===== src/rtl/ialu_pkg.sv =====
`timescale 1ns/1ps
package ialu_pkg;
  localparam int DATA_W = 32;
  localparam int IMM_W  = 16;
  localparam int SIMM_W = 8;
  localparam int STAT_W = 8;
  localparam int OP_W   = 4;

  typedef enum logic [OP_W-1:0] {
    OP_NOP       = 4'd0,
    OP_ADD_RR    = 4'd1,
    OP_ADD_RI16  = 4'd2,
    OP_ADD_RI8   = 4'd3,
    OP_ADDOV_RR  = 4'd4,
    OP_ADDOV_RI  = 4'd5,
    OP_ADDC_RR   = 4'd6,
    OP_AND_RR    = 4'd7,
    OP_AND_RI    = 4'd8,
    OP_CMPS_RR   = 4'd9,
    OP_CMPS_RI   = 4'd10,
    OP_CMPU_RR   = 4'd11,
    OP_CMPU_RI   = 4'd12,
    OP_STAT_CLR  = 4'd13
  } alu_op_e;
endpackage


===== src/rtl/ialu_imm_ext.sv =====
`timescale 1ns/1ps
module ialu_imm_ext #(
  parameter int DATA_W = 32,
  parameter int IMM_W  = 16,
  parameter int SIMM_W = 8
) (
  input  logic [IMM_W-1:0]  imm_i,
  output logic [DATA_W-1:0] sx_long_o,
  output logic [DATA_W-1:0] zx_long_o,
  output logic [DATA_W-1:0] sx_short_o
);
  localparam int PAD_L = DATA_W - IMM_W;
  localparam int PAD_S = DATA_W - SIMM_W;

  always_comb begin
    sx_long_o  = {{PAD_L{imm_i[IMM_W-1]}}, imm_i};
    zx_long_o  = {{PAD_L{1'b0}}, imm_i};
    sx_short_o = {{PAD_S{imm_i[SIMM_W-1]}}, imm_i[SIMM_W-1:0]};
  end
endmodule


===== src/rtl/ialu_adder.sv =====
`timescale 1ns/1ps
module ialu_adder #(
  parameter int W = 32
) (
  input  logic [W-1:0] a_i,
  input  logic [W-1:0] b_i,
  input  logic         cin_i,
  output logic [W-1:0] sum_o,
  output logic         cout_o,
  output logic         ovf_o
);
  logic [W:0] wide;

  always_comb begin
    wide   = {1'b0, a_i} + {1'b0, b_i} + {{W{1'b0}}, cin_i};
    sum_o  = wide[W-1:0];
    cout_o = wide[W];
    // signed overflow: like-signed inputs, differently signed sum
    ovf_o  = (a_i[W-1] == b_i[W-1]) && (sum_o[W-1] != a_i[W-1]);
  end

  // a carry out means the sum wrapped to at most the first operand
  always_comb begin
    a_r5_carry_wraps: assert (!cout_o || (sum_o <= a_i));
  end
endmodule


===== src/rtl/ialu_cmp.sv =====
`timescale 1ns/1ps
module ialu_cmp #(
  parameter int W = 32
) (
  input  logic [W-1:0] a_i,
  input  logic [W-1:0] b_i,
  output logic         lt_s_o,
  output logic         lt_u_o
);
  always_comb begin
    lt_s_o = $signed(a_i) < $signed(b_i);
    lt_u_o = a_i < b_i;
  end

  // with equal sign bits the signed and unsigned orders agree
  always_comb begin
    a_r8_sign_agree: assert ((a_i[W-1] != b_i[W-1]) || (lt_s_o == lt_u_o));
  end
endmodule


===== src/rtl/ialu_rst_sync.sv =====
`timescale 1ns/1ps
module ialu_rst_sync #(
  parameter int STAGES = 2
) (
  input  logic clk,
  input  logic rst_n,
  output logic rst_sync_n
);
  logic [STAGES-1:0] chain_q;

  always_ff @(posedge clk or negedge rst_n) begin
    if (!rst_n) chain_q <= '0;
    else        chain_q <= {chain_q[STAGES-2:0], 1'b1};
  end

  assign rst_sync_n = chain_q[STAGES-1];
endmodule


===== src/rtl/ialu_cflag.sv =====
`timescale 1ns/1ps
module ialu_cflag
  import ialu_pkg::*;
(
  input  logic              clk,
  input  logic              rst_n,
  input  logic [OP_W-1:0]   op_i,
  input  logic [DATA_W-1:0] opa_i,
  input  logic [DATA_W-1:0] opb_i,
  input  logic [IMM_W-1:0]  imm_i,
  output logic [DATA_W-1:0] result_o,
  output logic              res_we_o,
  output logic              cflag_o,
  output logic              cflag_next_o,
  output logic              cflag_we_o
);
  localparam int UPPER_W = DATA_W - STAT_W;

  alu_op_e           op;
  logic              rst_sync_n;
  logic [DATA_W-1:0] sx_long, zx_long, sx_short;
  logic [DATA_W-1:0] add_a, add_b, add_sum, cmp_b, clr_res;
  logic              add_cin, add_cout, add_ovf, lt_s, lt_u;
  logic              cflag_q;

  assign op = alu_op_e'(op_i);

  ialu_rst_sync #(.STAGES(2)) u_rst (
    .clk(clk), .rst_n(rst_n), .rst_sync_n(rst_sync_n)
  );

  ialu_imm_ext #(.DATA_W(DATA_W), .IMM_W(IMM_W), .SIMM_W(SIMM_W)) u_ext (
    .imm_i(imm_i), .sx_long_o(sx_long), .zx_long_o(zx_long), .sx_short_o(sx_short)
  );

  // operand selection for the shared adder and comparator
  always_comb begin
    add_a   = opa_i;
    add_b   = opb_i;
    add_cin = 1'b0;
    cmp_b   = opb_i;
    case (op)
      OP_ADD_RI16, OP_ADDOV_RI: begin add_a = opb_i; add_b = sx_long; end
      OP_ADD_RI8:               add_b = sx_short;
      OP_ADDC_RR:               add_cin = cflag_q;
      OP_CMPS_RI, OP_CMPU_RI:   cmp_b = sx_long;
      default: ;
    endcase
  end

  ialu_adder #(.W(DATA_W)) u_add (
    .a_i(add_a), .b_i(add_b), .cin_i(add_cin),
    .sum_o(add_sum), .cout_o(add_cout), .ovf_o(add_ovf)
  );

  ialu_cmp #(.W(DATA_W)) u_cmp (
    .a_i(opa_i), .b_i(cmp_b), .lt_s_o(lt_s), .lt_u_o(lt_u)
  );

  assign clr_res = {opa_i[DATA_W-1:STAT_W], opa_i[STAT_W-1:0] & ~imm_i[STAT_W-1:0]};

  // result and flag selection
  always_comb begin
    result_o     = '0;
    res_we_o     = 1'b0;
    cflag_next_o = cflag_q;
    cflag_we_o   = 1'b0;
    case (op)
      OP_ADD_RR, OP_ADD_RI16, OP_ADD_RI8: begin
        result_o = add_sum; res_we_o = 1'b1;
      end
      OP_ADDOV_RR, OP_ADDOV_RI: begin
        result_o = add_sum; res_we_o = 1'b1;
        cflag_next_o = add_ovf; cflag_we_o = 1'b1;
      end
      OP_ADDC_RR: begin
        result_o = add_sum; res_we_o = 1'b1;
        cflag_next_o = add_cout; cflag_we_o = 1'b1;
      end
      OP_AND_RR: begin result_o = opa_i & opb_i;   res_we_o = 1'b1; end
      OP_AND_RI: begin result_o = opb_i & zx_long; res_we_o = 1'b1; end
      OP_CMPS_RR, OP_CMPS_RI: begin cflag_next_o = lt_s; cflag_we_o = 1'b1; end
      OP_CMPU_RR, OP_CMPU_RI: begin cflag_next_o = lt_u; cflag_we_o = 1'b1; end
      OP_STAT_CLR: begin
        result_o = clr_res; res_we_o = 1'b1;
        cflag_next_o = clr_res[0]; cflag_we_o = 1'b1;
      end
      default: ;
    endcase
  end

  // flag register with explicit enable
  always_ff @(posedge clk or negedge rst_sync_n) begin
    if (!rst_sync_n)     cflag_q <= 1'b0;
    else if (cflag_we_o) cflag_q <= cflag_next_o;
  end

  assign cflag_o = cflag_q;

  // hold when not enabled, load the offered value when enabled
  a_r11_flag_hold: assert property (@(posedge clk) disable iff (!rst_sync_n)
    !cflag_we_o |=> $stable(cflag_o));
  a_r11_flag_load: assert property (@(posedge clk) disable iff (!rst_sync_n)
    cflag_we_o |=> (cflag_o == $past(cflag_next_o)));
  // a flagged overflow on the register form flips the sign of opa
  a_r4_ovf_sign: assert property (@(posedge clk) disable iff (!rst_sync_n)
    (op == OP_ADDOV_RR && cflag_next_o) |-> (result_o[DATA_W-1] != opa_i[DATA_W-1]));
  // equal operands are never unsigned-less
  a_r8_equal_not_less: assert property (@(posedge clk) disable iff (!rst_sync_n)
    (op == OP_CMPU_RR && opa_i == opb_i) |-> !cflag_next_o);
  // status clear keeps the upper bits
  a_r9_upper_kept: assert property (@(posedge clk) disable iff (!rst_sync_n)
    (op == OP_STAT_CLR) |-> (result_o[DATA_W-1 -: UPPER_W] == opa_i[DATA_W-1 -: UPPER_W]));
endmodule


===== config.mk =====
export PLATFORM = sky130hd
export DESIGN_NAME = ialu_cflag
export DESIGN_NICKNAME = d
export VERILOG_FILES = /design/src/rtl/ialu_pkg.sv /design/src/rtl/ialu_imm_ext.sv /design/src/rtl/ialu_adder.sv /design/src/rtl/ialu_cmp.sv /design/src/rtl/ialu_rst_sync.sv /design/src/rtl/ialu_cflag.sv
export SDC_FILE = /design/constraint.sdc
export NUM_CORES = 1
export LEC_CHECK = 0
export BUFFER_PORTS_ARGS = -buffer_cell sky130_fd_sc_hd__buf_2
export CORE_MARGIN = 1
export CORE_UTILIZATION = 45
export CTS_CLUSTER_SIZE = 28
export DETAILED_ROUTE_END_ITERATION = 10
export PLACE_DENSITY = 0.8
export SYNTH_ARGS = -nofsm -noshare
export SYNTH_HDL_FRONTEND = slang
export SYNTH_SLANG_ARGS = --single-unit

===== constraint.sdc =====
create_clock -name clk -period 5.5 [get_ports clk]
set_input_delay 0.55 -clock clk [delete_from_list [all_inputs] [get_ports clk]]
set_output_delay 0.55 -clock clk [all_outputs]
set_load 0.1 [all_outputs]

==> parameters.txt <==
Parameter                              Value

Yosys
  Multiplexer area fraction after synthesis    0.0527
  Flop and latch count out of synthesis    3
  Biggest area contributors in the synthesized netlist    ha_1, nand2_1, a21oi_1
  Post-synthesis share of cell area spent on xor and xnor gates    0.0385
  Post-synthesis adder-cell area fraction    0.179
  Cell variety after synth    72
  Count leader, synth    nand2_1
  Cell Area, Synth    4550 um2
  Number of enable-type register cells in the synthesized netlist    0
  Gate count of the mapped netlist    706
  Primary FF master, synth    dfrtp_1
  Largest family of logic cells by synthesized area    compound AO/OA/AOI/OAI gates
  Synth Area in Compound Gates    0.386
  Syn Nets    856
  Synth async-reset ratio    1.00
  Proportion of synthesized chip area in sequential cells    0.0165
  Most used standard cells in the synthesized netlist    nand2_1, a21oi_1, ha_1, o21ai_0, clkbuf_1
  Simple-gate share of the synthesized area    0.277
  Proportion of netlist area held by the largest area contributor    0.170
  Cell accounting for the most synthesized area    ha_1
  Number of warning messages in the yosys log    0
  Average instance area after synthesis    6.45 um2

Placed design
  Final weighted congestion in routability-driven placement    0.984
  HPWL reported at the end of detailed placement    12200 um
  Placed instance count    936
  Post-placement cell area    5680 um2
  Post-Place Setup Slack    300 ps
  Count of input and output buffers    121

Routing
  Overall routed net length    15500 um
  Vias after detailed routing    5868
  Number of violations reported at the end of detailed-routing iteration 0    431
  Antenna-violating nets left    0
  Number of search-and-repair iterations in the first detailed-routing pass    5
  Residual DRC count    0
  Wirelength per Cell    16.5 um
  DR vias/cell    6.24

Clock network
  Number of CTS-inserted buffers    3
  # Post-CTS Setup Buffers    0
  H-Tree Depth    1
  Clock Tree Root    clkbuf_8
  Clock tree buffer depth    2
  CTS sink cnt    3
  TritonCTS clock tree    yes
  Post-CTS Hold Fix Bufs    0
  Clock transition at the registers of the reported paths    30 ps
  Worst-skew pair later-pin latency    210 ps

Finish
  Diode count    0
  Final Non-Filler Cells    940
  Share of post-route cells with drive strength above 1    0.217
  Layout filler cell count    928
  Cell area after layout    5730 um2
  Total Nets Final    958
  Post-route core utilization    0.586
  Layout-stage area growth over the synthesis result    25.8%

Power and ir drop
  Portion of total power attributed to sequential cells    0.021
  VDD IR max    0.166 mV
  Internal power component    0.467 mW
  Clock Power Share    0.050
  Proportion of power drawn by combinational gates    0.929
  Pwr Density    224 nW/um2
  Sw frac    0.637
  LEAKAGE    2.73 nW
  Total power of the final layout    1.29 mW
  Switching power summed over all nets    0.818 mW

Worst setup path
  Family with the most delay on the worst path    simple AND/OR/NAND/NOR gates
  Library cell appearing most often on the critical path    or3_1
  Arrival @ worst endpoint    4640 ps
  Count of cells along the worst register-to-register path    10
  Register-to-register path setup slack    2220 ps
  Critical R2R Launch    cflag_o
  Element type at the critical path start    input pin
  Critical path endpoint category    output pin
  Endpoint of the worst register-to-register path    cflag_o
  Type of the worst setup path    input pin to output pin
  Crit path largest cell delay    470 ps
  Data required time at the worst endpoint    4950 ps
  Worst-path maximum fanout    32
  CP bufs+invs    3
  Cells along the critical path    buf_2 > nor2b_1 > nand2_1 > a21oi_2 > buf_6 > nor3b_2 > a21oi_1 > o21a_1 > ha_1 > nand4_1 > or3_1 > a211o_1 > or3_1 > a31oi_1 > or4_1 > nand3_2 > buf_12
  Slowest CP cell    or3_1

Timing
  Number of max-slew violations in the final report    0
  Worst relative slew slack    0.199
  Crit share post-route    0.944
  Actual slew at the worst max-slew pin    1200 ps
  Setup violation total in the final timing report    0
  Smallest hold slack    3.85 ps
  RSZ-0062 raised after global routing    false
  Top achievable clock speed    0.193 GHz
  Post-layout minimum cycle time    5190 ps
  Worst Clk Skew    0.281 ps
  Post-route setup slack    309 ps
  Final sum of negative setup slack    0 ps
  Final Hold Fails    0

Floorplan
  Placement Rows    36
  Starting density of the core    0.466
  Boundary pin count    122
  Die height    103 um
  Core Area    9770 um2
  Horizontal extent of the die    103 um
  Area of the die    10500 um2

Status
  Result of the run    finished clean

Job
  Max Cap Viol    0

Global route
  Via count of the first global-routing pass    5470
  Global-route wire length before repair    25100 um
  Grt total ovfl    0
  Pin count of the biggest net entering global routing    33
  Number of antenna violations at the first check in global routing    0
  Global Route Usage Sum    0.293

Worst hold path
  Worst hold-check path type    flip-flop to async pin
[layout make-up]
class                   instances  area (um2)  area share
clock buffers                   4        45.0     0.00786
inverters                      18        67.6      0.0118
multi-input cells             645        4360       0.761
flip-flops and latches          3        75.1      0.0131
well taps                     133         166      0.0290
repair buffers                137        1010       0.177
[sequential cells by signal, summed over array words and instances (netlist names)]
name	count
u_rst.chain_q	2
cflag_o	1
[layout by cell type, fill, tap and decap left out, types with 3 or more instances in the layout]
cell type  synthesis  routed
a32oi_1           16      16
nand3b_1           3       3
a21oi_1           64      63
clkbuf_8           0       3
ha_1              62      62
o21bai_1           4       4
o21ai_0           57      46
or4_1              3       3
xor2_1            11      11
buf_2              2     102
buf_12             0      19
inv_1             18      18
a31oi_1            6       6
o21ai_1            1      12
nor2b_1            8       7
and2_1             6       6
buf_4              0      15
nand3_1           10       9
o21a_1            25      25
mux2i_1           15      15
nand2b_1           5       5
nand2_1          151     151
dfrtp_1            3       3
xnor2_1            9       9
nand4_1           16      16
and3_1            10      10
o31ai_1            6       6
mux2_2             8       8
o22ai_1           17      11
or3_1              5       5
a21o_1            14      14
a211oi_1          14      13
a211oi_2           3       4
o22ai_2            0       6
nor2_1            31      31
nor3_1            10       8
[worst max-delay path by stage]
stage                              end  cells after the start    start  slack, ps
after global placement    result_o[30]                     15  op_i[1]        440
after CTS                 result_o[30]                     17  op_i[1]        290
after floorplan           result_o[10]                     13  op_i[2]       -130
final                     result_o[30]                     17  op_i[1]        310
after detailed placement  result_o[30]                     17  op_i[1]        300
after global routing      result_o[30]                     17  op_i[1]         70
[per-layer routing]
| metal | GRT usage | wire [um] |
|---|---|---|
| met1 | 0.383 | 6610 |
| met2 | 0.493 | 7120 |
| met3 | 0.0231 | 1270 |
| met4 | 0.124 | 543 |
| met5 | 0 | 0 |
[worst register-to-register path, cell delays in order (launching register included)]
cell	delay [ps]
dfrtp_1	390
and3_1	180
fa_1	420
fa_1	450
a211oi_2	310
o21bai_1	150
a2111oi_2	520
or3_1	200
nand3_1	130
nand4_1	210
a41oi_1	140
[power by group through the flow]
stage / registers, mW / logic, mW / clock network (mW)
global route: 0.0269 / 1.27 / 0.0686
CTS: 0.0268 / 1.18 / 0.0647
detailed placement: 0.0270 / 1.18 / 0
global placement: 0.0271 / 1.17 / 0
finish: 0.0268 / 1.19 / 0.0640
floorplan: 0.0396 / 0.844 / 0
[logic make-up after synthesis]
logic type	Yosys count
buf+inv	58
mux	23
compound gates	265
fa+ha+maj	64
other cells	1
simple gates	272
xor+xnor	20
flops	3
[timing repair]
action	in CTS	in global routing
gates resized for setup	0	2
endpoints found under the setup margin	0	1
endpoints found under the hold margin	0	0
Note: power is estimated with default switching activity, not from simulation.
